File: src/rtl/pev_pkg.sv
package pev_pkg;
  typedef struct packed {
    logic any_edge;
    logic edge_mode;
    logic active_high;
  } trig_t;

  typedef enum logic [1:0] {
    SENSE_LEVEL    = 2'd0,
    SENSE_ONE_EDGE = 2'd1,
    SENSE_ANY_EDGE = 2'd2
  } sense_e;

  function automatic sense_e sense_of(trig_t t);
    if (!t.edge_mode)    return SENSE_LEVEL;
    else if (t.any_edge) return SENSE_ANY_EDGE;
    else                 return SENSE_ONE_EDGE;
  endfunction
endpackage

File: src/rtl/pev_pin_cell.sv
module pev_pin_cell
  import pev_pkg::*;
(
  input  logic  clk_i,
  input  logic  rst_ni,
  input  logic  level_i,
  input  trig_t trig_i,
  input  logic  clr_i,
  output logic  status_o
);
  logic prev_q, status_q, status_d;
  logic rise, fall;

  assign rise = level_i & ~prev_q;
  assign fall = ~level_i & prev_q;

  // set term ORed after the clear term: set wins
  always_comb begin
    case (sense_of(trig_i))
      SENSE_LEVEL:    status_d = (level_i == trig_i.active_high);
      SENSE_ONE_EDGE: status_d = (trig_i.active_high ? rise : fall) | (status_q & ~clr_i);
      default:        status_d = rise | fall | (status_q & ~clr_i);
    endcase
  end

  always_ff @(posedge clk_i or negedge rst_ni) begin
    if (!rst_ni) begin
      prev_q   <= 1'b0;
      status_q <= 1'b0;
    end else begin
      prev_q   <= level_i;
      status_q <= status_d;
    end
  end

  assign status_o = status_q;
endmodule

File: src/rtl/pev_port.sv
module pev_port
  import pev_pkg::*;
#(
  parameter int PORT_W = 8
) (
  input  logic                  clk_i,
  input  logic                  rst_ni,
  input  logic [PORT_W-1:0]     level_i,
  input  logic [3*PORT_W-1:0]   cfg_i,
  input  logic [PORT_W-1:0]     en_i,
  input  logic [PORT_W-1:0]     clr_i,
  output logic [PORT_W-1:0]     status_o,
  output logic                  pend_o
);
  for (genvar n = 0; n < PORT_W; n++) begin : g_pin
    trig_t trig;
    assign trig = '{any_edge:    cfg_i[2*PORT_W+n],
                    edge_mode:   cfg_i[PORT_W+n],
                    active_high: cfg_i[n]};
    pev_pin_cell u_cell (
      .clk_i    (clk_i),
      .rst_ni   (rst_ni),
      .level_i  (level_i[n]),
      .trig_i   (trig),
      .clr_i    (clr_i[n]),
      .status_o (status_o[n])
    );
  end

  assign pend_o = |(status_o & en_i);
endmodule

File: src/rtl/pin_event_bank.sv
module pin_event_bank #(
  parameter int NUM_PORTS = 4,
  parameter int PORT_W    = 8
) (
  input  logic                          clk_i,
  input  logic                          rst_ni,
  input  logic [NUM_PORTS*PORT_W-1:0]   pin_i,
  input  logic [NUM_PORTS*3*PORT_W-1:0] trig_cfg_i,
  input  logic [NUM_PORTS*PORT_W-1:0]   irq_en_i,
  input  logic [NUM_PORTS*PORT_W-1:0]   clr_i,
  output logic [NUM_PORTS*PORT_W-1:0]   status_o,
  output logic                          irq_o
);
  localparam int CFG_W = 3 * PORT_W;

  logic [NUM_PORTS-1:0] port_pend;

  for (genvar p = 0; p < NUM_PORTS; p++) begin : g_port
    pev_port #(.PORT_W(PORT_W)) u_port (
      .clk_i    (clk_i),
      .rst_ni   (rst_ni),
      .level_i  (pin_i[p*PORT_W +: PORT_W]),
      .cfg_i    (trig_cfg_i[p*CFG_W +: CFG_W]),
      .en_i     (irq_en_i[p*PORT_W +: PORT_W]),
      .clr_i    (clr_i[p*PORT_W +: PORT_W]),
      .status_o (status_o[p*PORT_W +: PORT_W]),
      .pend_o   (port_pend[p])
    );
  end

  assign irq_o = |port_pend;
endmodule

File: config.mk
export PLATFORM = sky130hd
export DESIGN_NAME = pin_event_bank
export DESIGN_NICKNAME = d
export VERILOG_FILES = /design/src/rtl/pev_pkg.sv /design/src/rtl/pev_pin_cell.sv /design/src/rtl/pev_port.sv /design/src/rtl/pin_event_bank.sv
export SDC_FILE = /design/constraint.sdc
export NUM_CORES = 1
export LEC_CHECK = 0
export BUFFER_PORTS_ARGS = -buffer_cell sky130_fd_sc_hd__buf_2
export CORE_MARGIN = 5
export CORE_UTILIZATION = 50
export DETAILED_ROUTE_END_ITERATION = 10
export PLACE_DENSITY = 0.86
export SYNTH_ARGS = -nofsm -noshare
export SYNTH_HDL_FRONTEND = slang
export SYNTH_SLANG_ARGS = --single-unit
File: constraint.sdc
create_clock -name clk_i -period 2.5 [get_ports clk_i]
set_input_delay 0.125 -clock clk_i [delete_from_list [all_inputs] [get_ports clk_i]]
set_output_delay 0.125 -clock clk_i [all_outputs]
set_load 0.005 [all_outputs]
==> results of run 1 <==
[final cells by class]
| class | count | share of cell area [%] |
|---|---|---|
| sequential | 64 | 25.21 |
| multi-input combinational | 309 | 37.83 |
| clock buffer | 13 | 2.816 |
| tap | 108 | 2.127 |
| antenna | 1 | 0.03939 |
| timing repair buffer | 291 | 28.20 |
| inverter | 64 | 3.781 |
[power by group]
| group | leakage, nW | internal [mW] | switching, mW | total [mW] |
|---|---|---|---|---|
| logic | 2.56 | 0.407 | 0.334 | 0.741 |
| clock network | 0.0935 | 0.453 | 0.378 | 0.831 |
| registers | 0.727 | 1.13 | 0.0680 | 1.19 |
| total | 3.38 | 1.99 | 0.780 | 2.77 |
[state kept, by name, indices dropped and copies added (netlist names)]
register                             count
g_port.u_port.g_pin.u_cell.prev_q       32
g_port.u_port.g_pin.u_cell.status_o     32
[logic make-up after synthesis]
kind of cell / count (synthesis) / synth area share [%]
XOR/XNOR: 32 / 6.248
multiplexers: 32 / 8.034
AO/OA/AOI/OAI: 80 / 10.82
buffers and inverters: 96 / 10.71
adder cells (fa/ha/maj): 64 / 17.85
AND/OR/NAND/NOR: 101 / 10.63
flip-flops: 64 / 35.70
[per-stage QoR]
step / utilization (%) / cells / hold WS (ns)
global placement: 63.43 / 772 / 0.2142
detailed placement: 63.43 / 772 / 0.2238
finish: 72.86 / 850 / 0.02358
global route: 72.86 / 850 / 0.01083
floorplan: - / 469 / -0.1706
CTS: 72.83 / 849 / 0.001249
[per-layer routing]
layer	share of wire [%]	wire, um
met1	35	4926
met2	54	7495
met3	7.6	1055
met4	3.3	458
met5	0	0
[critical path, cell delays in order, from the launching register on]
cell     delay [ns]
dfrtp_1        0.41
a22oi_1        0.26
nand4_1        0.18
or4_1          0.52
buf_2          0.15
[cells in the final DEF, fill, tap and decap left out, types with 64 or more instances in the layout]
master	instances
dlygate4sd3_1	64
dfrtp_1	64
ha_1	64
inv_1	64
buf_2	226
[what timing repair did]
item,4_1_cts,5_1_grt
hold buffers,64,0
buffers inserted,0,0
setup endpoints to repair,0,0
hold endpoints to repair,91,0
[final timing paths]
check / start / end / slack (ns) / depth (start not counted)
max: g_port[3].u_port.g_pin[2].u_cell.status_o / irq_o / 0.53 / 4
min: trig_cfg_i[80] / g_port[3].u_port.g_pin[0].u_cell.status_o / 0.02 / 2
max reg2reg: g_port[0].u_port.g_pin[5].u_cell.prev_q / g_port[0].u_port.g_pin[5].u_cell.status_o / 1.17 / 5
min reg2reg: g_port[3].u_port.g_pin[5].u_cell.status_o / g_port[3].u_port.g_pin[5].u_cell.status_o / 0.57 / 2
max in group asynchronous: rst_ni / g_port[0].u_port.g_pin[1].u_cell.status_o / 1.44 / 3
min in group asynchronous: rst_ni / g_port[1].u_port.g_pin[2].u_cell.prev_q / 0.39 / 2
==> summary.md, run 1 <==
| Metric | Value |
|---|---|
| Final Max Slew Viols | `0` |
| Post-Route Skew | `0.01079 ns` |
| Arrival @ worst endpoint | `1.85 ns` |
| Top area cells in the synthesized netlist | `dfrtp_1 (36%), ha_1 (18%), mux2_2 (8.0%)` |
| Global routing usage summed across all routing layers | `25.23%` |
| Antenna viol nets, final | `0` |
| First-pass GRT wire length | `22,490 um` |
| Initial core utilization | `51.43%` |
| Critical Path Source Type | `register` |
| Met3 Track Usage GR | `7.152%` |
| Kind of end point of the critical path | `output port` |
| Area of the core | `8721 sq um` |
| Clock tree from TritonCTS | `built` |
| Count of TritonRoute iterations in the first routing pass | `4` |
| Std cell rows | `34` |
| Clock buffer count from CTS | `9` |
| Layout overhead on the synthesized area | `41.65%` |
| Clock insertion delay at the later pin of the skew report | `0.33 ns` |
| Clock root buffer | `clkbuf_8` |
| Clock slew at the register clock pins of the worst setup and hold paths | `0.07 ns` |
| HPWL reported at the end of detailed placement | `10,280 um` |
| Synthesis warning total | `0` |
| Syn avg cell area | `9.564 sq um` |
| Final critical-path required period | `1.975 ns` |
| Antenna violations before repair | `1` |
| Status | `complete, no violations` |
| List of most frequent post-synthesis cells | `dfrtp_1 (64), ha_1 (64), inv_1 (64)` |
| Maximum net fanout on the critical path | `3` |
| Proportion of netlist area held by the largest area contributor | `35.70%` |
| Mapped Area | `4486 sq um` |
| Combined area of the multi-input logic cells | `2404 sq um` |
| Global routing usage on met1 | `25.75%` |
| Seq cells post-synth | `64` |
| Type of the worst setup path | `register to output port` |
| Met2 routing resource usage after global routing | `47.69%` |
| Gate Count Post-Synth | `469` |
| Most Crowded Layer GR | `met2` |
| Wirelength per Cell | `16.39 um` |
| Hold Violations, Final | `0` |
| Total vias in the final route | `4,294` |
| Clock Path Buffers | `2` |
| Maximum clock frequency | `0.5064 GHz` |
| Die Area | `10,970 sq um` |
| WL final | `13,930 um` |
| Top_reg_cell synth | `dfrtp_1` |
| Pin slew with the least headroom to its limit | `0.7354 ns` |
| Depth of the CTS H-tree | `3` |
| Net count after synthesis | `727` |
| Number of port buffers | `226` |
| Number of nets in the final layout | `997` |
| Fraction of registers with async set or reset after synthesis | `100.0%` |
| Setup TNS | `0 ns` |
| Per-cell via count in the routed design | `5.052` |
| Via count of the first global-routing pass | `4,811` |
| Cell area reported after detailed placement | `5532 sq um` |
| Worst Hold Class | `primary input to register` |
| Count of different cell masters after synthesis | `16` |
| Final setup vio count | `0` |
| Chip height | `104.7 um` |
| Final Worst Setup Slack | `0.5255 ns` |
| Die Wd | `104.7 um` |
| Area leader, netlist | `dfrtp_1` |
| FF/Latch Area | `1602 sq um` |
| GRT overflow | `0` |
| Area of all placed cells without fillers | `6354 sq um` |
| Power density over the cells | `435.2 nW/um^2` |
| Total power consumption of the routed design | `2.765 mW` |
| Fraction of final layout cells sized beyond drive strength 1 | `36.84%` |
| Weighted congestion reported at the end of routability-driven placement | `0.8406` |
| Unrepaired setup endpoints after global routing | `false` |
| Pin count of the biggest net entering global routing | `37` |
| IR drop worst, VDD | `0.2512 mV` |
| Clock sinks | `64` |
| Sequential area share after synthesis | `35.70%` |
| Post-route clock period utilization | `78.98%` |
| Leakage | `3.382 nW` |
| Max-cap violations | `0` |
| I/O pin cnt | `227` |
| EDFF count, synth | `0` |
| Fill count | `595` |
| Post-detailed-route DRC marker count | `0` |
| Initial drt markers | `145` |
| Crit path required time | `2.38 ns` |
| Headroom to the max-slew limit | `50.98%` |
| Total of cells resized after clock tree synthesis | `0` |
| Place WS | `0.9304 ns` |
Note: power is estimated with default switching activity, not from simulation.
==> inputs of run 2 (changes only) <==
ABC_AREA = 1   (was default)
CORE_UTILIZATION = 48   (was 50)
PLACE_DENSITY = 0.81   (was 0.86)
clock period = 1.9 ns   (was 2.5 ns; I/O delays follow)
==> run 2 against run 1 <==
  * Synthesized area up 7.0%
  * Setup slack worse by 0.10 ns
  * Cell count rose by 20%
  * Clock-buffer cell count is 2 lower
  * Sequential cell count unchanged
  * Cell area increased by 1.7%
  * Clock power rose by 56%
  * Critical path depth is 3 higher
  * Critical path type unchanged
  * Largest cell class unchanged
  * Largest power group unchanged
  * Highest routed layer unchanged
==> summary.md, run 2 <==
| Metric | Value |
|---|---|
| Status | `complete, no violations (unchanged)` |
| List of most frequent post-synthesis cells | `inv_1 (160), nor2_1 (106), nand2_1 (85) (was dfrtp_1 (64), ha_1 (64), inv_1 (64))` |
| Clock insertion delay at the later pin of the skew report | `0.33 ns (about the same)` |
| Type of the worst setup path | `register to output port (unchanged)` |
| Clock root buffer | `clkbuf_8 (unchanged)` |
| Net count after synthesis | `897 (was 727)` |
| Max-cap violations | `0 (unchanged)` |
| Arrival @ worst endpoint | `1.38 ns (was 1.85 ns)` |
| Total vias in the final route | `4,486 (was 4,294)` |
| Antenna violations before repair | `0 (was 1)` |
| Leakage | `3.803 nW (was 3.382 nW)` |
| Via count of the first global-routing pass | `4,313 (was 4,811)` |
| Clock sinks | `64 (unchanged)` |
| Most common cell in the synthesized netlist | `inv_1` |
| Mapped Area | `4801 sq um (was 4486 sq um)` |
| Synthesized-area fraction occupied by xor and xnor cells | `5.838% (was 6.248%)` |
| Wirelength per Cell | `11.01 um (was 16.39 um)` |
| Clock tree from TritonCTS | `built (unchanged)` |
| Number of port buffers | `226 (unchanged)` |
| HPWL reported at the end of detailed placement | `9016 um (was 10,280 um)` |
| Antenna viol nets, final | `0 (unchanged)` |
| Most frequent cells in the layout | `buf_2 (226), inv_1 (160), nor2_1 (106), nand2_1 (85) (was buf_2 (226), inv_1 (64), ha_1 (64), dfrtp_1 (64), dlygate4sd3_1 (64))` |
| Cell area reported after detailed placement | `5878 sq um (was 5532 sq um)` |
| EDFF count, synth | `0 (unchanged)` |
| Final critical-path required period | `1.475 ns` |
| Post-Route Skew | `0.01074 ns (was 0.01079 ns)` |
| Clock slew at the register clock pins of the worst setup and hold paths | `0.08 ns (was 0.07 ns)` |
| Fill count | `839 (was 595)` |
| WL final | `11,220 um (was 13,930 um)` |
| Synthesis warning total | `0 (unchanged)` |
| Clock Path Buffers | `2 (unchanged)` |
| Final Max Slew Viols | `0 (unchanged)` |
| Headroom to the max-slew limit | `75.89% (was 50.98%)` |
| Complex-gate fraction of the synthesized area | `11.68% (was 10.82%)` |
| Critical Path Source Type | `register (unchanged)` |
| Area of all placed cells without fillers | `6460 sq um (was 6354 sq um)` |
| Sequential area share after synthesis | `33.36% (was 35.70%)` |
| Count of TritonRoute iterations in the first routing pass | `4 (unchanged)` |
| Number of setup buffers added after CTS | `0 (unchanged)` |
| Die Wd | `110.0 um (was 104.7 um)` |
| Initial core utilization | `49.12% (was 51.43%)` |
| Weighted congestion reported at the end of routability-driven placement | `0.7749 (was 0.8406)` |
| Main combinational cell family by area after synthesis | `buffers and inverters (was adder cells)` |
| Syn avg cell area | `7.513 sq um (was 9.564 sq um)` |
| Hold Violations, Final | `0 (unchanged)` |
| Std cell rows | `36 (was 34)` |
| Unrepaired setup endpoints after global routing | `false (unchanged)` |
| Pin count of the biggest net entering global routing | `65 (was 37)` |
| Simple-Gate Fraction of Synth Area | `14.93% (was 10.63%)` |
| Fraction of registers with async set or reset after synthesis | `100.0% (unchanged)` |
| Clock buffer count from CTS | `9 (unchanged)` |
| Total of cells resized after clock tree synthesis | `0 (unchanged)` |
| Layout overhead on the synthesized area | `34.56% (was 41.65%)` |
| Number of nets in the final layout | `1,139 (was 997)` |
| Per-cell via count in the routed design | `4.402 (was 5.052)` |
| Area leader, netlist | `dfrtp_1 (unchanged)` |
| Proportion of netlist area held by the largest area contributor | `33.36% (was 35.70%)` |
| Post-synthesis mux area share | `0% (was 8.033%)` |
| Seq cells post-synth | `64 (unchanged)` |
| Most frequent standard cell in the layout excluding fill and tap cells | `buf_2 (unchanged)` |
| Kind of end point of the critical path | `output port (unchanged)` |
| Maximum net fanout on the critical path | `3 (unchanged)` |
| Total power consumption of the routed design | `3.807 mW (was 2.765 mW)` |
| Adder-cell share of the synthesized area | `16.68% (was 17.85%)` |
| Worst Hold Class | `primary input to register (unchanged)` |
| IR drop worst, VDD | `0.2752 mV (was 0.2512 mV)` |
| Die Area | `12,100 sq um (was 10,970 sq um)` |
| Count of different cell masters after synthesis | `10 (was 16)` |
| Setup TNS | `0 ns (unchanged)` |
| Post-route clock period utilization | `77.64%` |
| Pin slew with the least headroom to its limit | `0.3616 ns (was 0.7354 ns)` |
| GRT overflow | `0 (unchanged)` |
| Chip height | `110.0 um (was 104.7 um)` |
| Top_reg_cell synth | `dfrtp_1 (unchanged)` |
| I/O pin cnt | `227 (unchanged)` |
| Global routing usage summed across all routing layers | `18.35% (was 25.23%)` |
| Place WS | `0.7091 ns (was 0.9304 ns)` |
| Maximum clock frequency | `0.6779 GHz` |
| Power density over the cells | `589.3 nW/um^2 (was 435.2 nW/um^2)` |
| Fraction of final layout cells sized beyond drive strength 1 | `27.31% (was 36.84%)` |
| Gate Count Post-Synth | `639 (was 469)` |
| Post-detailed-route DRC marker count | `0 (unchanged)` |
| Area of the core | `9774 sq um (was 8721 sq um)` |
| Final setup vio count | `0 (unchanged)` |
| Initial drt markers | `121 (was 145)` |
| Depth of the CTS H-tree | `3 (unchanged)` |
| First-pass GRT wire length | `17,710 um (was 22,490 um)` |
| Final Worst Setup Slack | `0.4248 ns (was 0.5255 ns)` |
| Top area cells in the synthesized netlist | `dfrtp_1 (33%), ha_1 (17%), inv_1 (13%) (was dfrtp_1 (36%), ha_1 (18%), mux2_2 (8.0%))` |
| Crit path required time | `1.80 ns (was 2.38 ns)` |
| Final antenna diode count | `0 (was 1)` |
==> run 2: cell count changes after synthesis <==
cell / delta
a21oi_1: +32
a22oi_1: -15
a22oi_2: -1
a31oi_1: -32
inv_1: +96
mux2_2: -32
nand2_1: +53
nand2b_1: -29
nand4_1: -4
nor2_1: +74
o211ai_1: +32
or2b_1: -3
or4_1: -1
==> run 2: logic make-up (layout without fill, tap and decap cells) <==
group                      after synthesis  count (layout)
adders and majority gates               64              64
buffers and inverters                  192             439
DFF                                     64              64
and+or+nand+nor                        191             191
AOI/OAI and AO/OA                       96              96
xor gates and xnor gates                32              32
==> run 2: final timing paths <==
path	startpoint	slack, ns	to	cells after the start
worst max-delay path	g_port[2].u_port.g_pin[1].u_cell.status_o	0.42	irq_o	7
worst min-delay path	trig_cfg_i[36]	0.02	g_port[1].u_port.g_pin[4].u_cell.status_o	3
worst max register to register	g_port[2].u_port.g_pin[5].u_cell.prev_q	0.77	g_port[2].u_port.g_pin[5].u_cell.status_o	4
worst min register to register	g_port[2].u_port.g_pin[3].u_cell.status_o	0.66	g_port[2].u_port.g_pin[3].u_cell.status_o	4
max in group asynchronous	rst_ni	1.28	g_port[2].u_port.g_pin[0].u_cell.prev_q	3
min in group asynchronous	rst_ni	0.30	g_port[2].u_port.g_pin[4].u_cell.prev_q	3
==> run 2: final cells by class <==
| class | instances | area (sq um) | area share, % |
|---|---|---|---|
| inverters | 160 | 600.6 | 9.297 |
| clock inverters | 5 | 80.08 | 1.240 |
| repair buffers | 263 | 1511 | 23.40 |
| clock buffers | 11 | 141.4 | 2.189 |
| flip-flops and latches | 64 | 1602 | 24.79 |
| well taps | 133 | 166.4 | 2.576 |
| multi-input cells | 383 | 2359 | 36.51 |
==> run 2: through the flow <==
| step | cells | hold slack [ns] | utilization, % |
|---|---|---|---|
| 2_1_floorplan | 639 | -0.2006 | - |
| 3_3_place_gp | 967 | 0.1370 | 60.14 |
| 3_5_place_dp | 967 | 0.1380 | 60.14 |
| 4_1_cts | 1019 | 0.0008462 | 66.09 |
| 5_1_grt | 1019 | 0.01471 | 66.09 |
| 6_report | 1019 | 0.02465 | 66.09 |
==> run 2: metal layers <==
layer / routed length (um) / part of all wire [%] / global-route usage (%) / vias up
met4: 153 / 1.4 / 6.144 / 0
met5: 0 / 0 / 0 / -
li1: - / - / - / 2383
met2: 5649 / 50 / 34.53 / 133
met3: 948 / 8.4 / 4.718 / 13
met1: 4468 / 40 / 19.78 / 1957
==> run 2: timing repair <==
action                                  CTS  global route
hold buffers                             36             0
endpoints found under the setup margin    0             0
hold endpoints to repair                 99             0
==> run 2: power breakdown <==
group / internal [mW] / total, mW / leakage, nW / switching [mW]
Sequential: 1.48 / 1.56 / 0.730 / 0.0782
Clock: 0.773 / 1.30 / 0.106 / 0.528
Combinational: 0.485 / 0.945 / 2.97 / 0.460
Total: 2.74 / 3.81 / 3.80 / 1.07
==> run 2: critical path, cell delays in order (launching register included) <==
cell and delay (ns):
dfrtp_1 0.40, nand2_1 0.06, nand2_1 0.04, nor2_1 0.13
nand2_1 0.07, nor2_1 0.15, nand2_1 0.06, buf_2 0.14
